### src/rtl/pipe_ctl.sv
module pipe_ctl #(
  parameter int DW   = 32,
  parameter int AW   = 5,
  parameter int OPW  = 6,
  parameter int NREG = 1 << AW
) (
  input  logic          clk,
  input  logic          rst,
  input  logic [OPW-1:0] id_opcode,
  input  logic [AW-1:0] id_fld_t,
  input  logic [AW-1:0] id_fld_d,
  input  logic          id_bubble,
  input  logic [AW-1:0] id_src_a,
  input  logic [AW-1:0] id_src_b,
  output logic [DW-1:0] id_val_a,
  output logic [DW-1:0] id_val_b,
  output logic          ex_dest_sel,
  output logic [1:0]    ex_alu_op,
  output logic          ex_alu_src,
  output logic [AW-1:0] ex_dest,
  output logic          mem_branch,
  output logic          mem_read,
  output logic          mem_write,
  output logic          wb_reg_write,
  output logic          wb_mem_to_reg,
  output logic [AW-1:0] wb_dest,
  input  logic [DW-1:0] wb_data
);
  localparam logic [OPW-1:0] OP_RR  = OPW'(6'b000000);
  localparam logic [OPW-1:0] OP_LD  = OPW'(6'b100011);
  localparam logic [OPW-1:0] OP_ST  = OPW'(6'b101011);
  localparam logic [OPW-1:0] OP_BEQ = OPW'(6'b000100);

  logic       d_sel, d_asrc, d_br, d_rd, d_wr, d_rw, d_m2r;
  logic [1:0] d_aop;

  always_comb begin
    {d_sel, d_aop, d_asrc, d_br, d_rd, d_wr, d_rw, d_m2r} = '0;
    case (id_opcode)
      OP_RR:  begin d_sel = 1'b1; d_aop = 2'b10; d_rw = 1'b1; end
      OP_LD:  begin d_asrc = 1'b1; d_rd = 1'b1; d_rw = 1'b1; d_m2r = 1'b1; end
      OP_ST:  begin d_asrc = 1'b1; d_wr = 1'b1; end
      OP_BEQ: begin d_aop = 2'b01; d_br = 1'b1; end
      default: ;
    endcase
  end

  logic          ie_br, ie_rd, ie_wr, ie_rw, ie_m2r;
  logic [AW-1:0] ie_t, ie_d;
  logic          em_rw, em_m2r;
  logic [AW-1:0] em_dest;
  logic          mw_rw, mw_m2r;
  logic [AW-1:0] mw_dest;

  always_ff @(posedge clk) begin
    if (rst) begin
      ex_dest_sel <= 1'b0; ex_alu_op <= 2'b00; ex_alu_src <= 1'b0;
      ie_br <= 1'b0; ie_rd <= 1'b0; ie_wr <= 1'b0; ie_rw <= 1'b0; ie_m2r <= 1'b0;
      ie_t <= '0; ie_d <= '0;
    end else begin
      ex_dest_sel <= d_sel;
      ex_alu_op   <= d_aop;
      ex_alu_src  <= d_asrc;
      ie_br  <= d_br & ~id_bubble;
      ie_rd  <= d_rd & ~id_bubble;
      ie_wr  <= d_wr & ~id_bubble;
      ie_rw  <= d_rw & ~id_bubble;
      ie_m2r <= d_m2r;
      ie_t   <= id_fld_t;
      ie_d   <= id_fld_d;
    end
  end

  assign ex_dest = ex_dest_sel ? ie_d : ie_t;

  always_ff @(posedge clk) begin
    if (rst) begin
      mem_branch <= 1'b0; mem_read <= 1'b0; mem_write <= 1'b0;
      em_rw <= 1'b0; em_m2r <= 1'b0; em_dest <= '0;
      mw_rw <= 1'b0; mw_m2r <= 1'b0; mw_dest <= '0;
    end else begin
      mem_branch <= ie_br;
      mem_read   <= ie_rd;
      mem_write  <= ie_wr;
      em_rw      <= ie_rw;
      em_m2r     <= ie_m2r;
      em_dest    <= ex_dest;
      mw_rw      <= em_rw;
      mw_m2r     <= em_m2r;
      mw_dest    <= em_dest;
    end
  end

  assign wb_reg_write  = mw_rw;
  assign wb_mem_to_reg = mw_m2r;
  assign wb_dest       = mw_dest;

  logic [DW-1:0] regs [NREG];

  always_ff @(posedge clk) begin
    if (rst) begin
      for (int i = 0; i < NREG; i++) regs[i] <= '0;
    end else if (mw_rw) begin
      regs[mw_dest] <= wb_data;
    end
  end

  assign id_val_a = (mw_rw && mw_dest == id_src_a) ? wb_data : regs[id_src_a];
  assign id_val_b = (mw_rw && mw_dest == id_src_b) ? wb_data : regs[id_src_b];

  AST_BUBBLE_NOOP: assert property (@(posedge clk) disable iff (rst)
    $past(id_bubble) |-> !(ie_rw || ie_rd || ie_wr || ie_br));
  AST_RESET_CLEAR: assert property (@(posedge clk) disable iff (rst)
    $past(rst) |-> !(mem_read || mem_write || mem_branch || wb_reg_write));
  AST_MEM_EXCL: assert property (@(posedge clk) disable iff (rst)
    !(mem_read && mem_write));
  AST_STORE_NO_WB: assert property (@(posedge clk) disable iff (rst)
    mem_write |-> !em_rw);
  AST_BRANCH_QUIET: assert property (@(posedge clk) disable iff (rst)
    mem_branch |-> !(mem_read || em_rw));
  AST_WRITE_HELD: assert property (@(posedge clk) disable iff (rst)
    ($past(wb_reg_write) && $past(wb_dest) == id_src_a && !(wb_reg_write && wb_dest == id_src_a))
    |-> id_val_a == $past(wb_data));
endmodule

### config.mk
export PLATFORM = sky130hd
export DESIGN_NAME = pipe_ctl
export DESIGN_NICKNAME = d
export VERILOG_FILES = /design/src/rtl/pipe_ctl.sv
export SDC_FILE = /design/constraint.sdc
export NUM_CORES = 2
export LEC_CHECK = 0
export CAP_MARGIN = 10
export CORE_MARGIN = 10
export CORE_UTILIZATION = 49
export CTS_CLUSTER_SIZE = 12
export DETAILED_ROUTE_END_ITERATION = 10
export GPL_TIMING_DRIVEN = 0
export PLACE_DENSITY = 0.66
export SLEW_MARGIN = 5
export SYNTH_ARGS = -nofsm -noshare
export SYNTH_HDL_FRONTEND = slang
export SYNTH_SLANG_ARGS = --single-unit
export TNS_END_PERCENT = 100
### constraint.sdc
create_clock -name clk -period 6.9 [get_ports clk]
set_input_delay 1.38 -clock clk [delete_from_list [all_inputs] [get_ports clk]]
set_output_delay 1.38 -clock clk [all_outputs]
set_load 0.02 [all_outputs]
* After elaboration in Yosys (flattened, before gate mapping)
Memories as Yosys holds them, arrays and structs flattened. Index checks and enable logic that the tools add are counted.
Word-level totals: bits in registers 36, bits in latches 0, RAM bits 1024, ROM bits 0, output and inout port bits 83, logic and storage cells 54, memories 1
Memory list:
- regs | depth 32, width 32, read ports 2, clocked after Yosys merged registers in 0, write ports 32, RTL line 98 | logic [DW-1:0] regs [NREG];
Operators by class: add/sub/neg operators 0, multiply operators 0, divide/modulo/power cells 0, magnitude comparators 0, equal/unequal tests 5, shift operators 0, multiplexer cells 18, bitwise operators 5, reduce and logical (&&, ||, !) cells 6
Operator list (count):
- two-way mux 32 bit | 3
- OR reduction 32 bit | 1
- == test 6 bit (second input constant) | 2
- two-way mux 1 bit | 12
- == test 5 bit | 2
- two-way mux 5 bit | 2
- == test 6 x 3 -> 1 bit (second input constant) | 1
- zero test 6 bit | 1
- AND 1 bit | 4
- one-hot mux 2 bit (2 select lines) | 1
- OR reduction 2 bit | 2
- logical AND 1 bit | 2
- inverter 1 bit | 1

* Depth between registers and ports, before layout
word-level depth 5, gate-level depth with buffers 9, gate-level depth less buffers 5

* Least setup slack after synthesis
OpenSTA, ideal clock, no wires.
kind in2out, start point input port id_src_b[0], end point output port id_val_b[30], arrival 3301 ps, required time 5520 ps, slack 2219 ps, stages 7, path buffers 3, cell sequence buf_4 buf_4 or3_1 clkbuf_1 o221ai_1 a211oi_1 o41ai_1
On the way: longest elaborated chain between the ends 3
RTL lines:
- start, declared | RTL line 14 | input logic [AW-1:0] id_src_b,
- branches (longest 2 deep; another with memory read (32 x 32 bit))
- two-way mux 32 bit * | RTL line 109 | assign id_val_b = (mw_rw && mw_dest == id_src_b) ? wb_data : regs[id_src_b];
- end, declared | RTL line 16 | output logic [DW-1:0] id_val_b,
Every way passes the cells marked *.

* Worst setup path in the final report
start point input port id_src_a[3], end point output port id_val_a[16]
On the way: longest elaborated chain between the ends 3
RTL lines:
- start, declared | RTL line 13 | input logic [AW-1:0] id_src_a,
- branches (longest 2 deep; another with memory read (32 x 32 bit))
- two-way mux 32 bit * | RTL line 108 | assign id_val_a = (mw_rw && mw_dest == id_src_a) ? wb_data : regs[id_src_a];
- end, declared | RTL line 15 | output logic [DW-1:0] id_val_a,
Marks and branches as above.

==> metrics <==
Die Wd 359.2 µm; Final period util 102.9%; initial antenna violation count 22; area leader, netlist edfxtp_1; CTS tree done; aggregate global routing overflow 0; WHS 437.1 ps; Leak 0.02340 µW; sequential share of the synthesized area 55.82%; Crit Path Class input port to output port; clock buffer depth 3; Post-synth EDFFs 1,024; Chip Height 359.2 µm; count of hold-fix buffers inserted at cts 0; setup TNS -1312 ps; min setup slack post-route -201.6 ps; port buffer count 138; final setup vio count 17; VDD IR max 226.8 µV; First-pass DRT Iterations 8; run status finished with violations; Antenna Violating Nets Remaining 0; Synth Net Count 4,069; Starting Density 49.31%; Worst Tran Pin Value 1436 ps; RSZ-0062 raised after global routing false; Post-DP HPWL 160.6 mm; Rows 124; post-synth top area share 54.54%; Total Wirelength 228.0 mm; RePlAce Congestion 1.046; Worst-Skew Late Latency 760 ps; failing checks negative setup slack; ys flop type edfxtp_1; DR WL/cell 38.74 µm; Syn Area/Cell 14.07 µm²; endpoints failing hold 0; via count 40,200; max reg flops 1,024; First DRT Iteration DRCs 6,709; cells after synthesis 4,008; Setup crit start kind input port; IO Count 144; mapped cell area 0.05638 mm²; die area 0.1290 mm²; number of global-route vias before repair 39,540; FMAX 0.1408 GHz; clk root buf clkbuf_16; power per cell area 239.6 mW/mm²; CTS Buf Count 115; Reg clk slew, reported paths 60 ps; fin crit period 7102 ps; Total Routing Usage GR 34.09%; Post-synth ARST share 0%; Worst Skew 32.51 ps; most common cell in the netlist and2_1; first-pass GRT wire length 307.9 mm; CORE AREA 0.1143 mm²; fin. max-slew vios 0; Hold WC Path Type flop to flop; clock sink total 1,060; Rel. slew slack 3.033%; crit path DAT 5720 ps; Residual DRC 0; Unique masters post-synth 58; area grow syn2layout 12.89%; layout cells sized above 1 19.71%; Final nets 4,333; worst-path maximum fanout 10; H-tree depth 3; Largest Register regs; FF+latch count, synth 1,060; most instantiated cells after synthesis and2_1, edfxtp_1, mux4_2, clkbuf_1, mux2i_1; DR vias/cell 6.830; synth top area cells edfxtp_1, mux4_2, and2_1, mux2i_1, mux2_2; Synth Warn # 0; max cap viols 0; largest net degree at the start of global routing 33; critical path capture point type output port; critical path required time 5520 ps
==> worst paths after layout <==
path / start / to / slack [ps] / cells past startpoint
setup / recovery: id_src_a[3] / id_val_a[16] / -200 / 9
hold / removal: em_dest[2] / wb_dest[2] / 440 / 1
setup reg to reg: wb_reg_write / regs[8][9] / 3010 / 6
hold reg to reg: em_dest[2] / wb_dest[2] / 440 / 1
==> kinds of logic after synthesis <==
group	synth area share (%)
compound gates	6.009
xor+xnor	0.1553
buf+inv	3.513
flops	55.82
mux	19.81
simple gates	14.70
==> cells in the final DEF (no fill, tap or decap), drive strengths merged, types with 4 or more instances in the layout <==
master	Yosys	final
and2	1027	1027
edfxtp	1024	1024
clkbuf	271	426
mux4	341	341
mux2i	210	210
buf	152	159
a22oi	147	147
clkdlybuf4s50	0	138
mux2	123	123
nand2	86	86
nor2	84	84
nor2b	69	69
o22ai	64	64
o21ai	61	61
a211oi	52	52
clkinv	0	44
a22o	43	43
dfxtp	36	36
or2	33	33
nor4	27	27
o311ai	23	23
o211ai	22	22
a311o	21	21
o41ai	12	12
diode	0	10
or4	10	10
o221ai	9	9
xor2	8	8
or3	7	7
bufinv	0	6
inv	2	5
nand2b	4	4
nor3b	4	4
nand3	4	4
nand3b	4	4
or3b	4	4
nor4b	4	4
==> per-stage QoR <==
step	worst slack [ps]	std cells	total power (µW)	area (µm²)	util, %
floorplan	2219	4008	8294	56380	-
finish	-201.6	5886	15250	63650	55.67
global route	7.025	5878	15460	63630	55.65
detailed placement	-675.3	5667	9123	59790	52.29
global placement	-680.2	5658	9096	59660	52.17
CTS	9.317	5876	15100	63490	55.52
==> critical path: stages <==
cell and delay, ps:
clkdlybuf4s50_1 720, buf_2 350, buf_2 450, nor2b_1 90, clkbuf_1 370, a22o_1 330
a211oi_1 1090, o41ai_1 280, clkdlybuf4s50_1 630
==> where the power goes <==
part	switching [µW]	leakage, µW	internal, µW	total [µW]
logic	1190	0.0103	611	1800
registers	83.9	0.0113	7200	7280
clock network	2690	0.00181	3470	6160
==> per-layer routing <==
metal / vias to the layer above / track usage (%) / wire (µm)
met5: - / 0.5652 / 341
met4: 26 / 19.93 / 15740
met3: 776 / 13.66 / 34470
met2: 3400 / 51.13 / 99310
met1: 20210 / 41.28 / 78150
li1: 15780 / - / -
==> final cells by class <==
class                           instances  area [µm²]
Antenna cell                           10       25.02
Multi-Input combinational cell       2523       23070
Tap cell                             1512        1892
Clock buffer                          154        3216
Buffer                                422        1999
Timing Repair Buffer                  148        1536
Sequential cell                      1060       31470
Fill cell                            9395       50690
Inverter                                2       7.507
Clock inverter                         55       439.2
==> what timing repair did <==
action	CTS	global route
buffers inserted	0	0
resized for setup	18	34
setup endpoints to repair	33	36
Power figures use the tool's default switching activity.
